## src/rtl/abd_pkg.sv

```systemverilog
package abd_pkg;

  localparam logic [7:0] SyncByte = 8'h55;
  localparam int FrameBits = 10;

  typedef enum logic [2:0] {
    RxIdle, RxBreak, RxDelim, RxSync, RxWaitHigh
  } rxState_e;

  typedef enum logic [1:0] {
    TxIdle, TxBreak, TxDelim, TxFrame
  } txState_e;

  // control -> datapath
  typedef struct packed {
    logic lenClr;
    logic lenInc;
    logic measClr;
    logic measInc;
    logic divLoad;
    logic flagClr;
    logic brkToSet;
    logic syncToSet;
    logic txRestart;
    logic txRun;
    logic txShiftLoad;
    logic txShiftStep;
    logic txDriveLow;
    logic txDriveFrame;
  } abdStrobe_t;

  // datapath -> control
  typedef struct packed {
    logic       rxFall;
    logic       brkLong;
    logic       brkOver;
    logic       delimOk;
    logic       measFull;
    logic       txBitEnd;
    logic [3:0] txSeg;
  } abdStatus_t;

endpackage

```

## src/rtl/abd_datapath.sv

```systemverilog
module abd_datapath
  import abd_pkg::*;
#(
  parameter int CntW       = 16,
  parameter int BrkMinBits = 11,
  parameter int BrkMaxBits = 22,
  parameter int MeasBits   = 8
) (
  input  logic            clk,
  input  logic            rstN,
  input  logic            rxIn,
  input  logic [CntW-1:0] bitTime,
  input  logic [1:0]      delimSel,
  input  abdStrobe_t      strobe,
  output abdStatus_t      status,
  output logic [CntW-1:0] divisor,
  output logic            detectDone,
  output logic            breakTimeout,
  output logic            syncTimeout,
  output logic            txOut
);

  localparam int LenW     = CntW + 5;
  localparam int DivShift = $clog2(MeasBits);

  logic                 rxPrev;
  logic [LenW-1:0]      lenCnt;
  logic [CntW-1:0]      measCnt;
  logic [CntW-1:0]      divQ;
  logic                 doneQ;
  logic                 brkToQ;
  logic                 syncToQ;
  logic [CntW-1:0]      txCyc;
  logic [3:0]           txSegQ;
  logic [FrameBits-1:0] txShift;

  logic [LenW-1:0] unitLen;
  logic [LenW-1:0] brkMinLen;
  logic [LenW-1:0] brkMaxLen;
  logic [LenW-1:0] delimLen;

  always_comb begin
    unitLen   = LenW'(bitTime);
    brkMinLen = unitLen * LenW'(BrkMinBits);
    brkMaxLen = unitLen * LenW'(BrkMaxBits);
    delimLen  = unitLen * (LenW'(delimSel) + LenW'(1));
  end

  always_comb begin
    status.rxFall   = rxPrev & ~rxIn;
    status.brkLong  = lenCnt >= brkMinLen;
    status.brkOver  = lenCnt >= brkMaxLen;
    status.delimOk  = lenCnt >= delimLen;
    status.measFull = &measCnt;
    status.txBitEnd = ({1'b0, txCyc} + (CntW+1)'(1)) >= {1'b0, bitTime};
    status.txSeg    = txSegQ;
  end

  // receive side: edge history, length counter, measurement counter
  always_ff @(posedge clk or negedge rstN) begin
    if (!rstN) begin
      rxPrev  <= 1'b1;
      lenCnt  <= '0;
      measCnt <= '0;
    end else begin
      rxPrev <= rxIn;
      if (strobe.lenClr)
        lenCnt <= LenW'(1);
      else if (strobe.lenInc && !(&lenCnt))
        lenCnt <= lenCnt + LenW'(1);
      if (strobe.measClr)
        measCnt <= CntW'(1);
      else if (strobe.measInc)
        measCnt <= measCnt + CntW'(1);
    end
  end

  // result and flags
  always_ff @(posedge clk or negedge rstN) begin
    if (!rstN) begin
      divQ    <= '0;
      doneQ   <= 1'b0;
      brkToQ  <= 1'b0;
      syncToQ <= 1'b0;
    end else begin
      doneQ <= strobe.divLoad;
      if (strobe.divLoad)
        divQ <= measCnt >> DivShift;
      if (strobe.flagClr) begin
        brkToQ  <= 1'b0;
        syncToQ <= 1'b0;
      end else begin
        if (strobe.brkToSet)  brkToQ  <= 1'b1;
        if (strobe.syncToSet) syncToQ <= 1'b1;
      end
    end
  end

  // transmit side: bit timer, segment counter, frame shifter
  always_ff @(posedge clk or negedge rstN) begin
    if (!rstN) begin
      txCyc   <= '0;
      txSegQ  <= '0;
      txShift <= '1;
    end else begin
      if (strobe.txRestart) begin
        txCyc  <= '0;
        txSegQ <= '0;
      end else if (strobe.txRun) begin
        if (status.txBitEnd) begin
          txCyc  <= '0;
          txSegQ <= txSegQ + 4'd1;
        end else begin
          txCyc <= txCyc + CntW'(1);
        end
      end
      if (strobe.txShiftLoad)
        txShift <= {1'b1, SyncByte, 1'b0};
      else if (strobe.txShiftStep)
        txShift <= {1'b1, txShift[FrameBits-1:1]};
    end
  end

  always_comb begin
    if (strobe.txDriveLow)
      txOut = 1'b0;
    else if (strobe.txDriveFrame)
      txOut = txShift[0];
    else
      txOut = 1'b1;
  end

  assign divisor      = divQ;
  assign detectDone   = doneQ;
  assign breakTimeout = brkToQ;
  assign syncTimeout  = syncToQ;

endmodule

```

## src/rtl/abd_control.sv

```systemverilog
module abd_control
  import abd_pkg::*;
#(
  parameter int TxBrkBits = 13,
  parameter int SyncFalls = 5
) (
  input  logic       clk,
  input  logic       rstN,
  input  logic       enable,
  input  logic       rxIn,
  input  logic [1:0] delimSel,
  input  logic       txBreakReq,
  input  logic       txWrite,
  input  logic [7:0] txByte,
  input  abdStatus_t status,
  output abdStrobe_t strobe,
  output logic       txBusy
);

  localparam int FallW = $clog2(SyncFalls);
  localparam logic [FallW-1:0] LastFall = FallW'(SyncFalls - 2);
  localparam logic [3:0] BrkLastSeg   = 4'(TxBrkBits - 1);
  localparam logic [3:0] FrameLastSeg = 4'(FrameBits - 1);

  rxState_e         rxState, rxNext;
  txState_e         txState, txNext;
  logic [FallW-1:0] fallNum, fallNext;
  logic             syncMode, syncModeNext;
  logic             txAccept;

  always_ff @(posedge clk or negedge rstN) begin
    if (!rstN) begin
      rxState  <= RxIdle;
      txState  <= TxIdle;
      fallNum  <= '0;
      syncMode <= 1'b0;
    end else begin
      rxState  <= rxNext;
      txState  <= txNext;
      fallNum  <= fallNext;
      syncMode <= syncModeNext;
    end
  end

  assign txAccept = txWrite && txBreakReq &&
                    ((enable && txByte == SyncByte) || (!enable && txByte == 8'h00));

  always_comb begin
    strobe       = '0;
    rxNext       = rxState;
    fallNext     = fallNum;
    txNext       = txState;
    syncModeNext = syncMode;

    // receive sequence
    if (!enable) begin
      rxNext         = RxIdle;
      strobe.flagClr = 1'b1;
    end else begin
      unique case (rxState)
        RxIdle: begin
          if (!rxIn) begin
            strobe.lenClr  = 1'b1;
            strobe.flagClr = 1'b1;
            rxNext         = RxBreak;
          end
        end
        RxBreak: begin
          if (!rxIn) begin
            if (status.brkOver) begin
              strobe.brkToSet = 1'b1;
              rxNext          = RxWaitHigh;
            end else begin
              strobe.lenInc = 1'b1;
            end
          end else if (status.brkLong) begin
            strobe.lenClr = 1'b1;
            rxNext        = RxDelim;
          end else begin
            rxNext = RxIdle;
          end
        end
        RxDelim: begin
          if (rxIn) begin
            strobe.lenInc = 1'b1;
          end else if (status.delimOk) begin
            strobe.measClr = 1'b1;
            fallNext       = '0;
            rxNext         = RxSync;
          end else begin
            strobe.lenClr = 1'b1;
            rxNext        = RxBreak;
          end
        end
        RxSync: begin
          if (status.rxFall && fallNum == LastFall) begin
            strobe.divLoad = 1'b1;
            rxNext         = RxWaitHigh;
          end else if (status.measFull) begin
            strobe.syncToSet = 1'b1;
            rxNext           = RxWaitHigh;
          end else begin
            strobe.measInc = 1'b1;
            if (status.rxFall) fallNext = fallNum + FallW'(1);
          end
        end
        RxWaitHigh: begin
          if (rxIn) rxNext = RxIdle;
        end
        default: rxNext = RxIdle;
      endcase
    end

    // transmit sequence
    unique case (txState)
      TxIdle: begin
        if (txAccept) begin
          strobe.txRestart = 1'b1;
          syncModeNext     = enable;
          txNext           = TxBreak;
        end
      end
      TxBreak: begin
        strobe.txDriveLow = 1'b1;
        if (status.txBitEnd && status.txSeg == BrkLastSeg) begin
          strobe.txRestart = 1'b1;
          txNext           = syncMode ? TxDelim : TxIdle;
        end else begin
          strobe.txRun = 1'b1;
        end
      end
      TxDelim: begin
        if (status.txBitEnd && status.txSeg == {2'b00, delimSel}) begin
          strobe.txRestart   = 1'b1;
          strobe.txShiftLoad = 1'b1;
          txNext             = TxFrame;
        end else begin
          strobe.txRun = 1'b1;
        end
      end
      TxFrame: begin
        strobe.txDriveFrame = 1'b1;
        if (status.txBitEnd) strobe.txShiftStep = 1'b1;
        if (status.txBitEnd && status.txSeg == FrameLastSeg)
          txNext = TxIdle;
        else
          strobe.txRun = 1'b1;
      end
      default: txNext = TxIdle;
    endcase
  end

  assign txBusy = (txState != TxIdle);

endmodule

```

## src/rtl/brk_sync_autobaud.sv

```systemverilog
module brk_sync_autobaud
  import abd_pkg::*;
#(
  parameter int CntW       = 16,
  parameter int BrkMinBits = 11,
  parameter int BrkMaxBits = 22,
  parameter int TxBrkBits  = 13
) (
  input  logic            clk,
  input  logic            rstN,
  input  logic            enable,
  input  logic            rxIn,
  input  logic [CntW-1:0] bitTime,
  input  logic [1:0]      delimSel,
  input  logic            txBreakReq,
  input  logic            txWrite,
  input  logic [7:0]      txByte,
  output logic [CntW-1:0] divisor,
  output logic            detectDone,
  output logic            breakTimeout,
  output logic            syncTimeout,
  output logic            txOut,
  output logic            txBusy
);

  abdStrobe_t strobe;
  abdStatus_t status;

  abd_control #(
    .TxBrkBits(TxBrkBits),
    .SyncFalls(5)
  ) uCtrl (
    .clk       (clk),
    .rstN      (rstN),
    .enable    (enable),
    .rxIn      (rxIn),
    .delimSel  (delimSel),
    .txBreakReq(txBreakReq),
    .txWrite   (txWrite),
    .txByte    (txByte),
    .status    (status),
    .strobe    (strobe),
    .txBusy    (txBusy)
  );

  abd_datapath #(
    .CntW      (CntW),
    .BrkMinBits(BrkMinBits),
    .BrkMaxBits(BrkMaxBits),
    .MeasBits  (8)
  ) uPath (
    .clk         (clk),
    .rstN        (rstN),
    .rxIn        (rxIn),
    .bitTime     (bitTime),
    .delimSel    (delimSel),
    .strobe      (strobe),
    .status      (status),
    .divisor     (divisor),
    .detectDone  (detectDone),
    .breakTimeout(breakTimeout),
    .syncTimeout (syncTimeout),
    .txOut       (txOut)
  );

endmodule

```

## config.mk

```make
export PLATFORM = sky130hd
export DESIGN_NAME = brk_sync_autobaud
export DESIGN_NICKNAME = d
export VERILOG_FILES = /design/src/rtl/abd_pkg.sv /design/src/rtl/abd_datapath.sv /design/src/rtl/abd_control.sv /design/src/rtl/brk_sync_autobaud.sv
export SDC_FILE = /design/constraint.sdc
export NUM_CORES = 1
export LEC_CHECK = 0
export ABC_AREA = 1
export CORE_MARGIN = 5
export CORE_UTILIZATION = 60
export CTS_CLUSTER_DIAMETER = 120
export CTS_CLUSTER_SIZE = 24
export DETAILED_ROUTE_END_ITERATION = 10
export PLACE_DENSITY_LB_ADDON = 0.05
export SLEW_MARGIN = 20
export SYNTH_ARGS = -nofsm -noshare
export SYNTH_HDL_FRONTEND = slang
export SYNTH_SLANG_ARGS = --single-unit
```

## constraint.sdc

```tcl
create_clock -name clk -period 6.9 [get_ports clk]
set_input_delay 1.38 -clock clk [delete_from_list [all_inputs] [get_ports clk]]
set_output_delay 1.38 -clock clk [all_outputs]
set_load 0.005 [all_outputs]
```

==> results of run 1 <==
[worst max-delay path, cell delays in order]
cell and delay, ps:
clkdlybuf4s50_1 500, ha_2 450, nand2_1 90, fa_1 460, inv_1 70, ha_1 160, inv_1 50, fa_1 390
inv_1 70, a31oi_1 100, o221ai_1 280, a21oi_1 110, o21bai_1 190, a21boi_0 180, o21ai_1 230, a21oi_1 110
ha_1 320, nand3_1 110, nor2_1 170, nand4_1 130, nand4_1 160, nand3_1 110, nand2_1 150, nand4_1 230
o21ai_0 230, nand2_1 70, nor2_1 80
[state kept, by name, indices dropped and copies added (netlist names), 3 cells and up, named ones only]
register and count:
uPath.lenCnt 21, uPath.measCnt 16, uPath.txCyc 16, uPath.divisor 13
uPath.txShift 9, uPath.txSegQ 4, uCtrl.fallNum 3, uCtrl.rxState 3
[layout make-up]
class	count	area, um2
Sequential cell	92	2310
Clock buffer	9	225
Inverter	233	877
Timing Repair Buffer	65	621
Tap cell	216	270
Multi-Input combinational cell	957	6210
Clock inverter	7	93.8
Fill cell	1411	5100
[worst max-delay path by stage]
stage	from	cells after the start	endpoint	slack, ps
final	delimSel[1]	27	uPath.measCnt[13]$_DFFE_PN0P_	590
after global routing	delimSel[1]	32	uPath.measCnt[13]$_DFFE_PN0P_	20
after CTS	delimSel[1]	29	uPath.lenCnt[17]$_DFFE_PN0P_	500
after detailed placement	delimSel[1]	29	uPath.lenCnt[13]$_DFFE_PN0P_	150
after global placement	delimSel[1]	29	uPath.lenCnt[13]$_DFFE_PN0P_	290
after floorplan	delimSel[0]	28	uPath.measCnt[13]$_DFFE_PN0P_	830
[what timing repair did]
item | CTS | global route
gates resized for setup | 0 | 2
setup endpoints to repair | 0 | 1
hold buffers | 0 | 0
[power by group through the flow]
stage                     sequential (mW)  combinational [mW]  clock (mW)
after floorplan                     0.673               0.805           0
after detailed placement            0.688                1.05           0
after global placement              0.687                1.03           0
final                               0.678                1.05       0.537
after global routing                0.689                1.21       0.567
after CTS                           0.678                1.06       0.546
[cell usage after synthesis (9+ instances only)]
master | instances | area share (%)
o21ai_0 | 39 | 2.0
a21oi_1 | 71 | 3.7
fa_1 | 28 | 5.9
nand4_1 | 37 | 2.4
nor3_1 | 29 | 1.5
nor2_1 | 112 | 4.4
dfstp_2 | 10 | 2.8
ha_1 | 136 | 18
nand3_1 | 79 | 4.2
clkbuf_1 | 9 | 0.35
xnor2_1 | 18 | 1.7
nand2_1 | 301 | 12
inv_1 | 231 | 9.1
xor2_1 | 23 | 2.1
dfrtp_1 | 82 | 22
[kinds of logic (layout without fill, tap and decap cells)]
family	count (synthesis)	count (layout)	share of synthesized area, %
and+or+nand+nor	593	593	27.9
buffers and inverters	254	314	10.6
adders and majority gates	164	164	23.8
AOI/OAI and AO/OA	155	155	9.47
DFF	92	92	24.3
xor gates and xnor gates	42	42	3.94
other	1	3	0.0394
[metal layers]
layer | GRT usage (%) | up-vias
met5 | 0 | -
li1 | - | 4337
met2 | 40.9 | 158
met4 | 5.38 | 0
met1 | 32.0 | 3942
met3 | 3.81 | 18
[per-stage QoR]
step / total power, mW / cell area (um2)
6_report: 2.27 / 10600
5_1_grt: 2.46 / 10600
4_1_cts: 2.28 / 10600
3_5_place_dp: 1.73 / 10300
3_3_place_gp: 1.71 / 10300
2_1_floorplan: 1.48 / 9530
==> metrics, run 1 <==
placed cell count=1,563; number of global-route vias before repair=7,939; crit end category=flop; clk_lat worst skew=360 ps; critical path required time=7190 ps; ANT nets after route=0; Seq cells post-synth=92; Switch Pwr=0.965 mW; Die Y=136 um; share of cells above drive strength 1=5.80%; Global Route Usage Sum=23.9%; initial antenna violation count=0; EDFF count, synth=0; Avg Synthesized Cell Area=7.32 um2; drt drc=0; relative slew slack=51.4%; leakage power=5.74 nW; nets@finish=1,554; post-route clock period utilization=91.5%; global-route wire length before repair=36.5 mm; Hold Fails Final Rpt=0; I/O Buffers=49; status=completed; commonest non-fill, non-tap cell in the layout=nand2_1; Worst R2R Start=uPath.txCyc[2]$_DFFE_PN0P_; Initial Util=60.6%; drt total wl=21.2 mm; Met2 Wirelength=10.2 mm; MaxCap Viol Count=0; Final Hold Slack=487 ps; die area=18,500 um2; Core ar.=15,700 um2; setup slack, reg-to-reg=2580 ps; cts bufs inserted=9; setup_tns=0 ps; Metal-1 WL=9.82 mm; R2R Path End=uPath.txCyc[15]$_DFFE_PN0P_; RSZ-0062 raised after global routing=false; final core utilization=67.5%; routed length per instance=13.4 um; # setup viols final=0; row count=46; post-synthesis sequential area ratio=24.3%; most frequent cells in the layout=nand2_1 (301), inv_1 (231), ha_1 (135), nor2_1 (112), dfrtp_1 (82); Setup WS post-layout=590 ps; CP max FO=7; post-CTS setup buffers=0; clock tree sinks=92; crit path launch type=primary input; clock transition at the registers of the reported paths=70 ps; Detailed Place HPWL=17.1 mm; internal power=1.30 mW; clk root buf=clkbuf_16; Ys Warns=0; drt first pass iters=5; H-tree depth=3; clock tree buffer depth=2; Area Growth Syn to Fin=11.4%; largest net degree at the start of global routing=59; post-route insts no fill=1,579; synthesized area=9520 um2; Data arrival, critical path=6600 ps; GRT overflow=0; top routing layer used=met4; Max IR drop VDD=0.153 mV; asr flop ratio synth=100%; vias per cell=5.35; 1st-iter DRT viols=474; synthesized instance count=1,301; worst slew pin tran=729 ps; min Tclk post-route=6310 ps; WHS Path Cells=2; gpl congestion=0.896; pwr dens=213 nW/um2; TritonCTS clock tree=done; Top FF cell, synth=dfrtp_1; critical path class=in2reg; Comb pwr share=46.4%; endpoint of the worst hold path=uPath.divisor[7]$_DFFE_PN0P_; FF-to-FF path depth=20; Tightest Hold Check Type=reg2reg; I/O Pins=53; clock network power share=23.7%; x dimension of the die=136 um; sequential power share=29.9%; Net Sw Frac=42.6%; FMAX=0.158 GHz; worst hold start=uPath.divisor[7]$_DFFE_PN0P_; Met3 Routed Length=957 um; skew final=10.8 ps; via count=8,455; final max-slew violation count=0; dpl ws=154 ps; antenna cells=0; Distinct cells, synth=53
(Power assumes the default switching activity.)
==> run 2, diff against run 1 <==
CORE_MARGIN = 2   (was 5)
==> metrics, run 2 (same netlist as run 1, synthesis figures left out) <==
skew final=10.8 ps; max reg flops=21; R2R Path End=uPath.txCyc[10]$_DFFE_PN0P_; FMAX=0.158 GHz; status=completed; global-route wire length before repair=36.3 mm; placed cell count=1,562; FF-to-FF path depth=20; antenna cells=0; Data arrival, critical path=6610 ps; Fillers=1,383; I/O Buffers=49; critical path required time=7190 ps; clk_lat worst skew=360 ps; post-route clock period utilization=91.6%; clock transition at the registers of the reported paths=70 ps; MaxCap Viol Count=0; WHS Path Cells=2; leakage power=5.76 nW; # setup viols final=0; setup slack, reg-to-reg=2560 ps; I/O Pins=53; critical path class=in2reg; 1st-iter DRT viols=469; Worst R2R Start=uPath.txCyc[2]$_DFFE_PN0P_; area of the multi-input gates=6210 um2; endpoint of the worst hold path=uPath.txShift[3]$_DFFE_PN1P_; Tightest Hold Check Type=reg2reg; row count=46; H-tree depth=3; cts bufs inserted=9; nets@finish=1,553; setup_tns=0 ps; Seq. cell area=2310 um2; Die Y=130 um; share of cells above drive strength 1=5.58%; worst hold start=uPath.txShift[3]$_DFFE_PN1P_; gpl congestion=0.881; Most flops, register=uPath.lenCnt; number of global-route vias before repair=7,971; relative slew slack=45.8%; crit end category=flop; clk root buf=clkbuf_16; min Tclk post-route=6320 ps; routed length per instance=13.5 um; Hold-fix buffers, CTS=0; worst slew pin tran=813 ps; clock tree sinks=92; die area=16,900 um2; crit path launch type=primary input; x dimension of the die=130 um; Detailed Place HPWL=16.9 mm; final max-slew violation count=0; drt total wl=21.3 mm; pwr dens=218 nW/um2; largest net degree at the start of global routing=65; ANT nets after route=0; drt first pass iters=5; clock tree buffer depth=2; via count=8,308; initial antenna violation count=0; Area Growth Syn to Fin=11.6%; GRT overflow=0; TritonCTS clock tree=done; top flop regs=uPath.lenCnt (21), uPath.measCnt (16), uPath.txCyc (16); critical path startpoint=delimSel[1]; RSZ-0062 raised after global routing=false; Hold Fails Final Rpt=0; CP max FO=6; Max IR drop VDD=0.138 mV; vias per cell=5.26; post-route insts no fill=1,578; Initial Util=60.6%; drt drc=0; commonest non-fill, non-tap cell in the layout=nand2_1; most frequent cells in the layout=nand2_1 (301), inv_1 (231), ha_1 (136), nor2_1 (112), dfrtp_1 (82); Global Route Usage Sum=26.4%; Core ar.=15,700 um2
run 2: critical path: stages:
cell,delay [ps]
clkdlybuf4s50_1,510
ha_1,430
nand2_1,100
fa_1,470
inv_1,70
ha_1,160
inv_1,50
fa_1,390
inv_1,70
a31oi_1,110
o221ai_1,250
a21oi_1,100
o21bai_1,200
a21boi_0,160
o21ai_0,300
a21oi_1,130
ha_1,340
nand3_1,110
nor2_1,150
nand4_1,110
nand4_1,150
nand3_1,110
nand2_1,150
nand4_1,230
o21ai_0,230
nand2_1,70
nor2_1,80
run 2: report_power, final:
group | internal (mW) | switching, mW
sequential | 0.615 | 0.0629
combinational | 0.393 | 0.662
clock | 0.356 | 0.229
total | 1.36 | 0.955
run 2: cell type report:
class | instances | share of cell area [%]
Clock buffer | 9 | 2.12
Clock inverter | 7 | 1.13
Inverter | 233 | 8.25
Multi-Input combinational cell | 957 | 58.4
Sequential cell | 92 | 21.8
Tap cell | 216 | 2.54
Timing Repair Buffer | 64 | 5.77
run 2: worst max path at each step:
| stage | cells after the start | to |
|---|---|---|
| 2_1_floorplan | 28 | uPath.measCnt[13]$_DFFE_PN0P_ |
| 4_1_cts | 27 | uPath.measCnt[13]$_DFFE_PN0P_ |
| 3_5_place_dp | 27 | uPath.measCnt[13]$_DFFE_PN0P_ |
| 6_report | 27 | uPath.measCnt[13]$_DFFE_PN0P_ |
| 5_1_grt | 32 | uPath.measCnt[14]$_DFFE_PN0P_ |
| 3_3_place_gp | 29 | uPath.lenCnt[13]$_DFFE_PN0P_ |
run 2: layer usage:
layer / track usage [%] / part of all wire (%)
met3: 3.12 / 3.8
met1: 36.2 / 48
met5: 0 / 0
met4: 7.97 / 1.7
met2: 44.1 / 46
run 2: metrics by stage:
stage | setup WS, ps | hold WS (ps) | util, % | total power, mW | area [um2]
2_1_floorplan | 826 | 452 | - | 1.48 | 9530
3_3_place_gp | 318 | 470 | 65.4 | 1.71 | 10300
3_5_place_dp | 204 | 465 | 65.4 | 1.74 | 10300
4_1_cts | 568 | 491 | 67.6 | 2.33 | 10600
5_1_grt | 7.78 | 511 | 67.6 | 2.52 | 10600
6_report | 579 | 484 | 67.6 | 2.32 | 10600
run 2: timing repair:
action                     4_1_cts  5_1_grt
setup endpoints to repair        0        3
buffers inserted                 0        0
gates resized for setup          0        1
==> run 3, diff against run 2 <==
HOLD_SLACK_MARGIN = 0.12   (was unset)
SYNTH_HIERARCHICAL = 1   (was unset)
==> metrics, run 3 <==
Hold Fails Final Rpt=0; I/O Pins=53; clock transition at the registers of the reported paths=70 ps; max incr delay on CP=560 ps; Fillers=1,379; largest net degree at the start of global routing=78; share of cells above drive strength 1=11.0%; clock tree sinks=92; CP max FO=8; commonest non-fill, non-tap cell in the layout=nand2_1; Top FF cell, synth=dfrtp_1; Hold-fix buffers, CTS=0; I/O Buffers=49; initial antenna violation count=0; Cell Area, Placed=10,800 um2; critical path required time=7140 ps; # setup viols final=0; x dimension of the die=131 um; Data arrival, critical path=6740 ps; post-route clock period utilization=94.3%; FF-to-FF path depth=23; global-route wire length before repair=40.6 mm; leading post-synthesis cells by cell area=dfrtp_1 (21%), ha_1 (17%), nand2_1 (10%); Area Growth Syn to Fin=15.0%; MaxCap Viol Count=0; Setup WS post-layout=393 ps; Tightest Hold Check Type=reg2reg; Avg Synthesized Cell Area=7.46 um2; TritonCTS clock tree=done; setup slack, reg-to-reg=2190 ps; Most flops, register=uPath/lenCnt; skew final=14.6 ps; 1st-iter DRT viols=555; final core utilization=70.5%; min Tclk post-route=6510 ps; worst hold start=uPath/txShift[8]$_DFFE_PN1P_; post-synthesis sequential area ratio=23.8%; Die Y=131 um; antenna cells=0; vias per cell=5.45; max reg flops=21; most frequent cells in the layout=nand2_1 (264), inv_1 (218), ha_1 (133), nor2_1 (97), a21oi_1 (83); synthesized instance count=1,305; drt first pass iters=5; clk root buf=clkbuf_16; H-tree depth=3; Core ar.=15,900 um2; Synth top cells by count=nand2_1 (264), inv_1 (219), ha_1 (134); synthesized area=9730 um2; Final Instance Area=11,200 um2; Worst R2R Start=uPath/txCyc[0]$_DFFE_PN0P_; top-count cell post-synth=nand2_1; top cell type's share of synthesized area=21.1%; top flop regs=uPath/lenCnt (21), uPath/measCnt (16), uPath/txCyc (16); cts bufs inserted=9; asr flop ratio synth=100%; Max IR drop VDD=0.143 mV; drt drc=0; GRT overflow=0; routed length per instance=14.8 um; row count=46; gpl congestion=0.916; worst slew pin tran=756 ps; status=completed; critical path startpoint=delimSel[0]; CP most frequent cell=nor2_1; Detailed Place HPWL=19.1 mm; Ys Warns=6; clk_lat worst skew=350 ps; relative slew slack=49.5%; critical path class=in2reg; Seq cells post-synth=92; dpl ws=-296 ps; final max-slew violation count=0; crit end category=flop; clock tree buffer depth=2; leakage power=5.89 nW; FMAX=0.154 GHz; number of global-route vias before repair=8,595; Initial Util=61.2%; critical path endpoint=uPath/measCnt[13]$_DFFE_PN0P_; Global Route Usage Sum=28.3%; via count=8,872; nets@finish=1,600; die area=17,300 um2; ANT nets after route=0; EDFF count, synth=0; area leader, netlist=dfrtp_1; drt total wl=24.0 mm; R2R Path End=uPath/txSegQ[0]$_DFFE_PN0P_; slowest stage cell, crit path=clkdlybuf4s50_1; Distinct cells, synth=62; crit path launch type=primary input; pwr dens=198 nW/um2
-- run 3: per-layer routing --
layer | GRT usage (%) | vias up | wire length [um]
met2 | 46.5 | 194 | 11100
met1 | 39.8 | 4132 | 11600
met3 | 3.43 | 31 | 862
li1 | - | 4515 | -
met5 | 0 | - | 0
met4 | 7.25 | 0 | 421
-- run 3: how the worst min path moves through the flow --
stage / slack [ps] / endpoint / cells after the start
finish: 490 / uPath/txShift[8]$_DFFE_PN1P_ / 2
global route: 510 / uPath/txShift[8]$_DFFE_PN1P_ / 2
CTS: 490 / uPath/txShift[8]$_DFFE_PN1P_ / 2
detailed placement: 480 / uPath/txShift[8]$_DFFE_PN1P_ / 2
global placement: 470 / uPath/txCyc[15]$_DFFE_PN0P_ / 2
floorplan: 450 / uPath/txCyc[15]$_DFFE_PN0P_ / 2
-- run 3: timing repair --
item	CTS	global route
buffers inserted	0	0
endpoints found under the setup margin	0	10
gates resized for setup	0	14
-- run 3: logic make-up (layout without fill, tap and decap cells) --
family / Yosys count / count (layout) / synth area share (%)
AND/OR/NAND/NOR: 547 / 547 / 26.0
buffers and inverters: 249 / 353 / 10.1
AO/OA/AOI/OAI: 201 / 201 / 12.2
adder cells (fa/ha/maj): 162 / 162 / 23.0
flip-flops: 92 / 92 / 23.8
XOR/XNOR: 50 / 50 / 4.50
multiplexers: 3 / 3 / 0.347
other: 1 / 3 / 0.0385
-- run 3: critical path, delay by kind of cell --
family,cells,cell delay [ps]
simple gates,14,1880
buf+inv,7,1300
fa+ha+maj,4,1280
compound gates,7,920
-- run 3: area by class of cell --
type,instances,area (um2),area share (%)
clock buffer,10,229,2.05
sequential,92,2310,20.7
tap,216,270,2.41
multi-input combinational,966,6490,58.0
timing repair buffer,109,957,8.55
clock inverter,6,71.3,0.637
inverter,228,862,7.70
-- run 3: power by group --
part / leakage [nW] / switching, mW / internal [mW]
logic: 4.56 / 0.625 / 0.409
registers: 1.18 / 0.0716 / 0.596
clock network: 0.145 / 0.229 / 0.286
-- run 3: stage by stage --
| stage | cells | power, mW | TNS [ps] | hold slack (ps) |
|---|---|---|---|---|
| floorplan | 1307 | 1.37 | 0 | 449 |
| global placement | 1610 | 1.66 | -165 | 467 |
| detailed placement | 1610 | 1.69 | -1190 | 477 |
| CTS | 1626 | 2.21 | 0 | 491 |
| global route | 1627 | 2.40 | -17.2 | 509 |
| finish | 1627 | 2.22 | 0 | 491 |
